File: config.mk
export PLATFORM = sky130hd
export DESIGN_NAME = trace_delta_encoder
export DESIGN_NICKNAME = d
export VERILOG_FILES = /design/src/rtl/trc_pkg.sv /design/src/rtl/trc_delta.sv /design/src/rtl/trc_varint_ser.sv /design/src/rtl/trc_fill_ctr.sv /design/src/rtl/trace_delta_encoder.sv
export SDC_FILE = /design/constraint.sdc
export NUM_CORES = 1
export LEC_CHECK = 0
export BUFFER_PORTS_ARGS = -buffer_cell sky130_fd_sc_hd__buf_2
export CORE_MARGIN = 2
export CORE_UTILIZATION = 55
export CTS_BUF_LIST = sky130_fd_sc_hd__clkbuf_4 sky130_fd_sc_hd__clkbuf_8
export DETAILED_ROUTE_END_ITERATION = 10
export GPL_TIMING_DRIVEN = 0
export PLACE_DENSITY = 0.74
export SLEW_MARGIN = 15
export SYNTH_ARGS = -nofsm -noshare
export SYNTH_HDL_FRONTEND = slang
export SYNTH_SLANG_ARGS = --single-unit
File: constraint.sdc
create_clock -name clk -period 4.4 [get_ports clk]
set_input_delay 0.22 -clock clk [delete_from_list [all_inputs] [get_ports clk]]
set_output_delay 0.22 -clock clk [all_outputs]
set_load 0.05 [all_outputs]
File: src/rtl/trc_pkg.sv
package trc_pkg;

    typedef enum logic [1:0] {
        PH_IDLE = 2'd0,
        PH_ADDR = 2'd1,
        PH_TIME = 2'd2
    } trc_phase_t;

    typedef struct packed {
        logic       first;
        logic [7:0] data;
    } trc_byte_t;

    // Bytes needed by the longest varint of a w-bit code
    function automatic int unsigned vint_max_bytes(input int unsigned w);
        return (w + 6) / 7;
    endfunction

endpackage

File: src/rtl/trc_delta.sv
module trc_delta #(
    parameter int unsigned ADDR_W = 32,
    parameter int unsigned TIME_W = 64
) (
    input  logic              clk,
    input  logic              rst,
    input  logic              take,
    input  logic [ADDR_W-1:0] cur_addr,
    input  logic [TIME_W-1:0] cur_time,
    output logic [ADDR_W-1:0] addr_code,
    output logic [TIME_W-1:0] time_code
);
    logic [ADDR_W-1:0] last_addr;
    logic [TIME_W-1:0] last_time;
    logic [ADDR_W-1:0] addr_diff;

    always_ff @(posedge clk) begin
        if (rst) begin
            last_addr <= '0;
            last_time <= '0;
        end else if (take) begin
            last_addr <= cur_addr;
            last_time <= cur_time;
        end
    end

    always_comb begin
        addr_diff = cur_addr - last_addr;
        addr_code = {addr_diff[ADDR_W-2:0], 1'b0} ^ {ADDR_W{addr_diff[ADDR_W-1]}};
        time_code = cur_time - last_time;
    end

endmodule

File: src/rtl/trc_varint_ser.sv
module trc_varint_ser
    import trc_pkg::*;
#(
    parameter int unsigned ADDR_W = 32,
    parameter int unsigned TIME_W = 64
) (
    input  logic              clk,
    input  logic              rst,
    input  logic              load,
    input  logic [ADDR_W-1:0] addr_code,
    input  logic [TIME_W-1:0] time_code,
    input  logic              fire,
    output logic              busy,
    output trc_byte_t         beat
);
    localparam int unsigned PAD_W = TIME_W - ADDR_W;

    trc_phase_t        phase;
    logic [TIME_W-1:0] work;
    logic [TIME_W-1:0] pend_time;
    logic              at_first;
    logic              more;

    assign more       = |work[TIME_W-1:7];
    assign busy       = (phase != PH_IDLE);
    assign beat.first = at_first;
    assign beat.data  = {more, work[6:0]};

    always_ff @(posedge clk) begin
        if (rst) begin
            phase     <= PH_IDLE;
            work      <= '0;
            pend_time <= '0;
            at_first  <= 1'b0;
        end else if (load) begin
            phase     <= PH_ADDR;
            work      <= {{PAD_W{1'b0}}, addr_code};
            pend_time <= time_code;
            at_first  <= 1'b1;
        end else if (fire) begin
            at_first <= 1'b0;
            if (more) begin
                work <= work >> 7;
            end else if (phase == PH_ADDR) begin
                work  <= pend_time;
                phase <= PH_TIME;
            end else begin
                phase <= PH_IDLE;
            end
        end
    end

    AST_ADDR_WIDTH: assert property (@(posedge clk) disable iff (rst)
        (phase == PH_ADDR) |-> (work[TIME_W-1:ADDR_W] == '0));

    AST_FIRST_IS_ADDR: assert property (@(posedge clk) disable iff (rst)
        at_first |-> (phase == PH_ADDR));

endmodule

File: src/rtl/trc_fill_ctr.sv
module trc_fill_ctr #(
    parameter int unsigned HIGH_WATER = 16,
    parameter int unsigned REC_MAX    = 15
) (
    input  logic clk,
    input  logic rst,
    input  logic first,
    input  logic valid,
    input  logic fire,
    output logic flush
);
    localparam int unsigned CNT_MAX = HIGH_WATER + REC_MAX;
    localparam int unsigned CNT_W   = $clog2(CNT_MAX + 1);

    logic [CNT_W-1:0] fill;

    assign flush = valid && first && (fill >= CNT_W'(HIGH_WATER));

    always_ff @(posedge clk) begin
        if (rst) begin
            fill <= '0;
        end else if (fire) begin
            fill <= flush ? CNT_W'(1) : fill + CNT_W'(1);
        end
    end

    AST_NO_OVERFLOW: assert property (@(posedge clk) disable iff (rst)
        fill <= CNT_W'(CNT_MAX - 1));

    AST_FLUSH_RESTART: assert property (@(posedge clk) disable iff (rst)
        (fire && flush) |=> (fill == CNT_W'(1)));

endmodule

File: src/rtl/trace_delta_encoder.sv
module trace_delta_encoder
    import trc_pkg::*;
#(
    parameter int unsigned ADDR_W     = 32,
    parameter int unsigned TIME_W     = 64,
    parameter int unsigned HIGH_WATER = 16
) (
    input  logic              clk,
    input  logic              rst,
    input  logic              rec_valid,
    output logic              rec_ready,
    input  logic [ADDR_W-1:0] rec_addr,
    input  logic [TIME_W-1:0] rec_time,
    output logic              out_valid,
    input  logic              out_ready,
    output logic [7:0]        out_byte,
    output logic              out_flush
);
    localparam int unsigned REC_MAX = vint_max_bytes(ADDR_W) + vint_max_bytes(TIME_W);

    logic              take;
    logic              fire;
    logic              busy;
    logic [ADDR_W-1:0] addr_code;
    logic [TIME_W-1:0] time_code;
    trc_byte_t         beat;

    assign rec_ready = !busy;
    assign take      = rec_valid && rec_ready;
    assign out_valid = busy;
    assign out_byte  = beat.data;
    assign fire      = out_valid && out_ready;

    trc_delta #(.ADDR_W(ADDR_W), .TIME_W(TIME_W)) u_delta (
        .clk       (clk),
        .rst       (rst),
        .take      (take),
        .cur_addr  (rec_addr),
        .cur_time  (rec_time),
        .addr_code (addr_code),
        .time_code (time_code)
    );

    trc_varint_ser #(.ADDR_W(ADDR_W), .TIME_W(TIME_W)) u_ser (
        .clk       (clk),
        .rst       (rst),
        .load      (take),
        .addr_code (addr_code),
        .time_code (time_code),
        .fire      (fire),
        .busy      (busy),
        .beat      (beat)
    );

    trc_fill_ctr #(.HIGH_WATER(HIGH_WATER), .REC_MAX(REC_MAX)) u_fill (
        .clk   (clk),
        .rst   (rst),
        .first (beat.first),
        .valid (out_valid),
        .fire  (fire),
        .flush (out_flush)
    );

    AST_HOLD_STALL: assert property (@(posedge clk) disable iff (rst)
        (out_valid && !out_ready) |=> (out_valid && $stable(out_byte)));

    AST_READY_EXCL: assert property (@(posedge clk) disable iff (rst)
        out_valid |-> !rec_ready);

    AST_FLUSH_QUAL: assert property (@(posedge clk) disable iff (rst)
        out_flush |-> out_valid);

    AST_LOAD_START: assert property (@(posedge clk) disable iff (rst)
        take |=> (out_valid && !rec_ready));

endmodule

==> impl_metrics.ini <==
[clocking]
clkLatencyLatePin_ns = 0.57
tritoncts = built
cts_resized = 0
cts_max_path_buffers = 3
ctsHoldBuffers = 96
cts_buffers = 42
htreeDepth = 2
cts_setup_buffers = 0
cts-root-buf = clkbuf_8
cts.reportedPaths.clkPinSlew_ns = 0.06
clock-sinks = 232

[global_routing]
grt_pass1_wl_um = 69800
gr-total-overflow = 0
antenna_found_initial = 1
grt_max_degree = 12
track_usage = 0.302
grt.busiest_layer = met2
grt_use_met2 = 0.507
met3_usage = 0.0518
grt_pass1_vias = 14100
gr-usage-met1 = 0.398

[yosys]
synth.distinct_cells = 71
synth_compound_area_frac = 0.259
syn_area_um2 = 14500
synth_top_family_by_area = compound AO/OA/AOI/OAI gates
async_reset_ff_frac = 0
seq_area_frac_synth = 0.320
synthMuxAreaShare = 0.00276
synthCells = 1970
synth_xor_area_frac = 0.0688
yosys_most_used_dff = dfxtp_1
synth_fa_ha_area_frac = 0.0846
avgSynthCellArea_um2 = 7.37
yosys.area_share.simple = 0.201
ys_warn_count = 0
synth_edf_count = 0
ys_ff_latch = 232
syn_nets = 2167

[floorplanning]
io_pins = 111
die_area_um2 = 27700
rows = 59
dieHeight_um = 167
core_area_um2 = 26000
die_w_um = 167
initial_core_util = 0.559

[critical_path]
arrival_ns = 4.41
path_cells = inv_1 > ha_1 > clkbuf_1 > nand2_1 > nor3_1 > nand3_1 > a31oi_1 > o21ai_0 > a21oi_1 > o21ai_0 > a2111oi_0 > mux2i_1 > nand2_1
timing.critical_path.depth = 13
crit_type = flop to flop
crit_path_end_kind = flop
reg2regPathDepth = 13
worst-path-buf-inv = 2
slowest_delay_ns = 0.69
required_ns = 4.86
critPathMaxFanout = 7
crit_family = compound AO/OA/AOI/OAI gates
startpoint_type = flop
slowest_stage = a2111oi_0

[sta]
max_slew_margin = 0.233
finalHoldViolCount = 0
slew_violations = 0
clock_skew_ns = 0.0312
worst_pin_slew_ns = 1.15
fin_crit_sh = 0.899
setup_slack_ns = 0.445
finalSetupTns_ns = 0
clock.fmax_mhz = 253
rsz0062_at_grt = no
period_needed_ns = 3.95
finalSetupViolations = 0

[power]
p_total_mw = 6.46
power_density_nw_per_um2 = 372
peakVddDrop_mv = 0.273
leakage_nw = 6.81

[hold_path]
hold_class = primary input to flop
min_path_cells = 4

[placed_design]
dp.cells = 2414
io_buffers = 109
gp_congestion = 0.959
pre_cts_slack_ns = 0.597
hpwl_um = 31600

[detailed_routing]
wl_per_cell_um = 16.6
antenna_left = 0
vias_per_cell = 5.71
dr_total_vias = 14800
drc = 0
drt_iter0_drc = 1183
routed_wl_um = 42800
firstDrtPassIters = 5

[finish]
diodes = 0
layout_common_cells = 380 x nand2_1, 307 x a21oi_1, 232 x dfxtp_1
syn_to_final_growth_pct = 19.5
n_fill_cell = 2346
drive_gt1_frac = 0.0925
final_core_util = 0.668
final_common_cell = nand2_1
fin_cells = 2584
num-nets-final = 2416

[run]
maxCapViolations = 0

[outcome]
status = complete, no violations
## where the power goes
group	total [mW]	switching, mW	internal, mW	leakage, nW
clock network	2.21	0.937	1.27	0.487
registers	2.39	0.119	2.27	1.90
logic	1.86	1.11	0.745	4.41
## stage by stage
step,hold WS [ns],instance area (um2)
after floorplan,0.356,14500
after detailed placement,0.446,15500
after CTS,0.0773,17400
final,0.103,17400
after global routing,0.111,17400
after global placement,0.440,15500
## registers in the layout, summed over array words and instances, names as in the netlist
register and count:
u_delta.last_addr 32, u_ser.at_first 1, u_ser.work 64, u_fill.fill 5, u_ser.phase 2, u_ser.pend_time 64, u_delta.last_time 64
## routing by layer
metal	vias to the layer above	share of wire
li1	7358	-
met1	6920	0.45
met2	400	0.46
met3	78	0.059
met4	2	0.028
met5	-	0.00030
## cell families after synthesis
kind of cell | count (synthesis)
simple gates | 676
buf+inv | 233
xor+xnor | 111
fa+ha+maj | 97
compound gates | 617
mux | 4
flops | 232
## Yosys cell counts, types with 6 or more instances
master    number  share of area
a211oi_1      83          0.043
a21o_1        44          0.023
a21oi_1      307           0.11
a22oi_1        9         0.0047
a31oi_1       14         0.0060
and2_1         8         0.0034
and3_1         8         0.0034
buf_1          6         0.0016
buf_4          8         0.0041
clkbuf_1     106          0.027
dfxtp_1      232           0.32
ha_1          95          0.082
inv_1        110          0.028
nand2_1      380          0.098
nand2b_1      17         0.0073
nand3_1       26         0.0090
nand3b_1       6         0.0031
nand4_1       24          0.010
nor2_1       132          0.034
nor2b_1       14         0.0060
nor3_1        26         0.0090
nor4_1        17         0.0073
o211ai_1      11         0.0057
o21a_1        10         0.0052
o21ai_0       70          0.024
o21bai_1      11         0.0057
o31ai_1        7         0.0036
xnor2_1       67          0.040
xor2_1        42          0.025
## worst min-delay path: cells and delay by family
family                 cells  cell delay (ns)
AOI/OAI and AO/OA          1             0.08
and+or+nand+nor            2             0.19
buffers and inverters      1             0.13
## worst paths after layout
path | end | start | slack [ns]
max reg2reg | u_ser.pend_time[63] | u_delta.last_time[21] | 0.45
max | u_ser.pend_time[63] | u_delta.last_time[21] | 0.45
min reg2reg | u_delta.last_addr[3] | u_delta.last_addr[3] | 0.45
min | u_ser.phase[0] | out_ready | 0.10
## layout make-up
type                       count  area (um2)  share of cell area
clock inverter                11         113             0.00649
tap                          335         419              0.0241
clock buffer                  63         792              0.0456
timing repair buffer         205        1510              0.0868
sequential                   232        4640               0.267
inverter                     110         413              0.0238
multi-input combinational   1505        8960               0.516
buffer                       123         518              0.0298
Power figures use the tool's default switching activity.
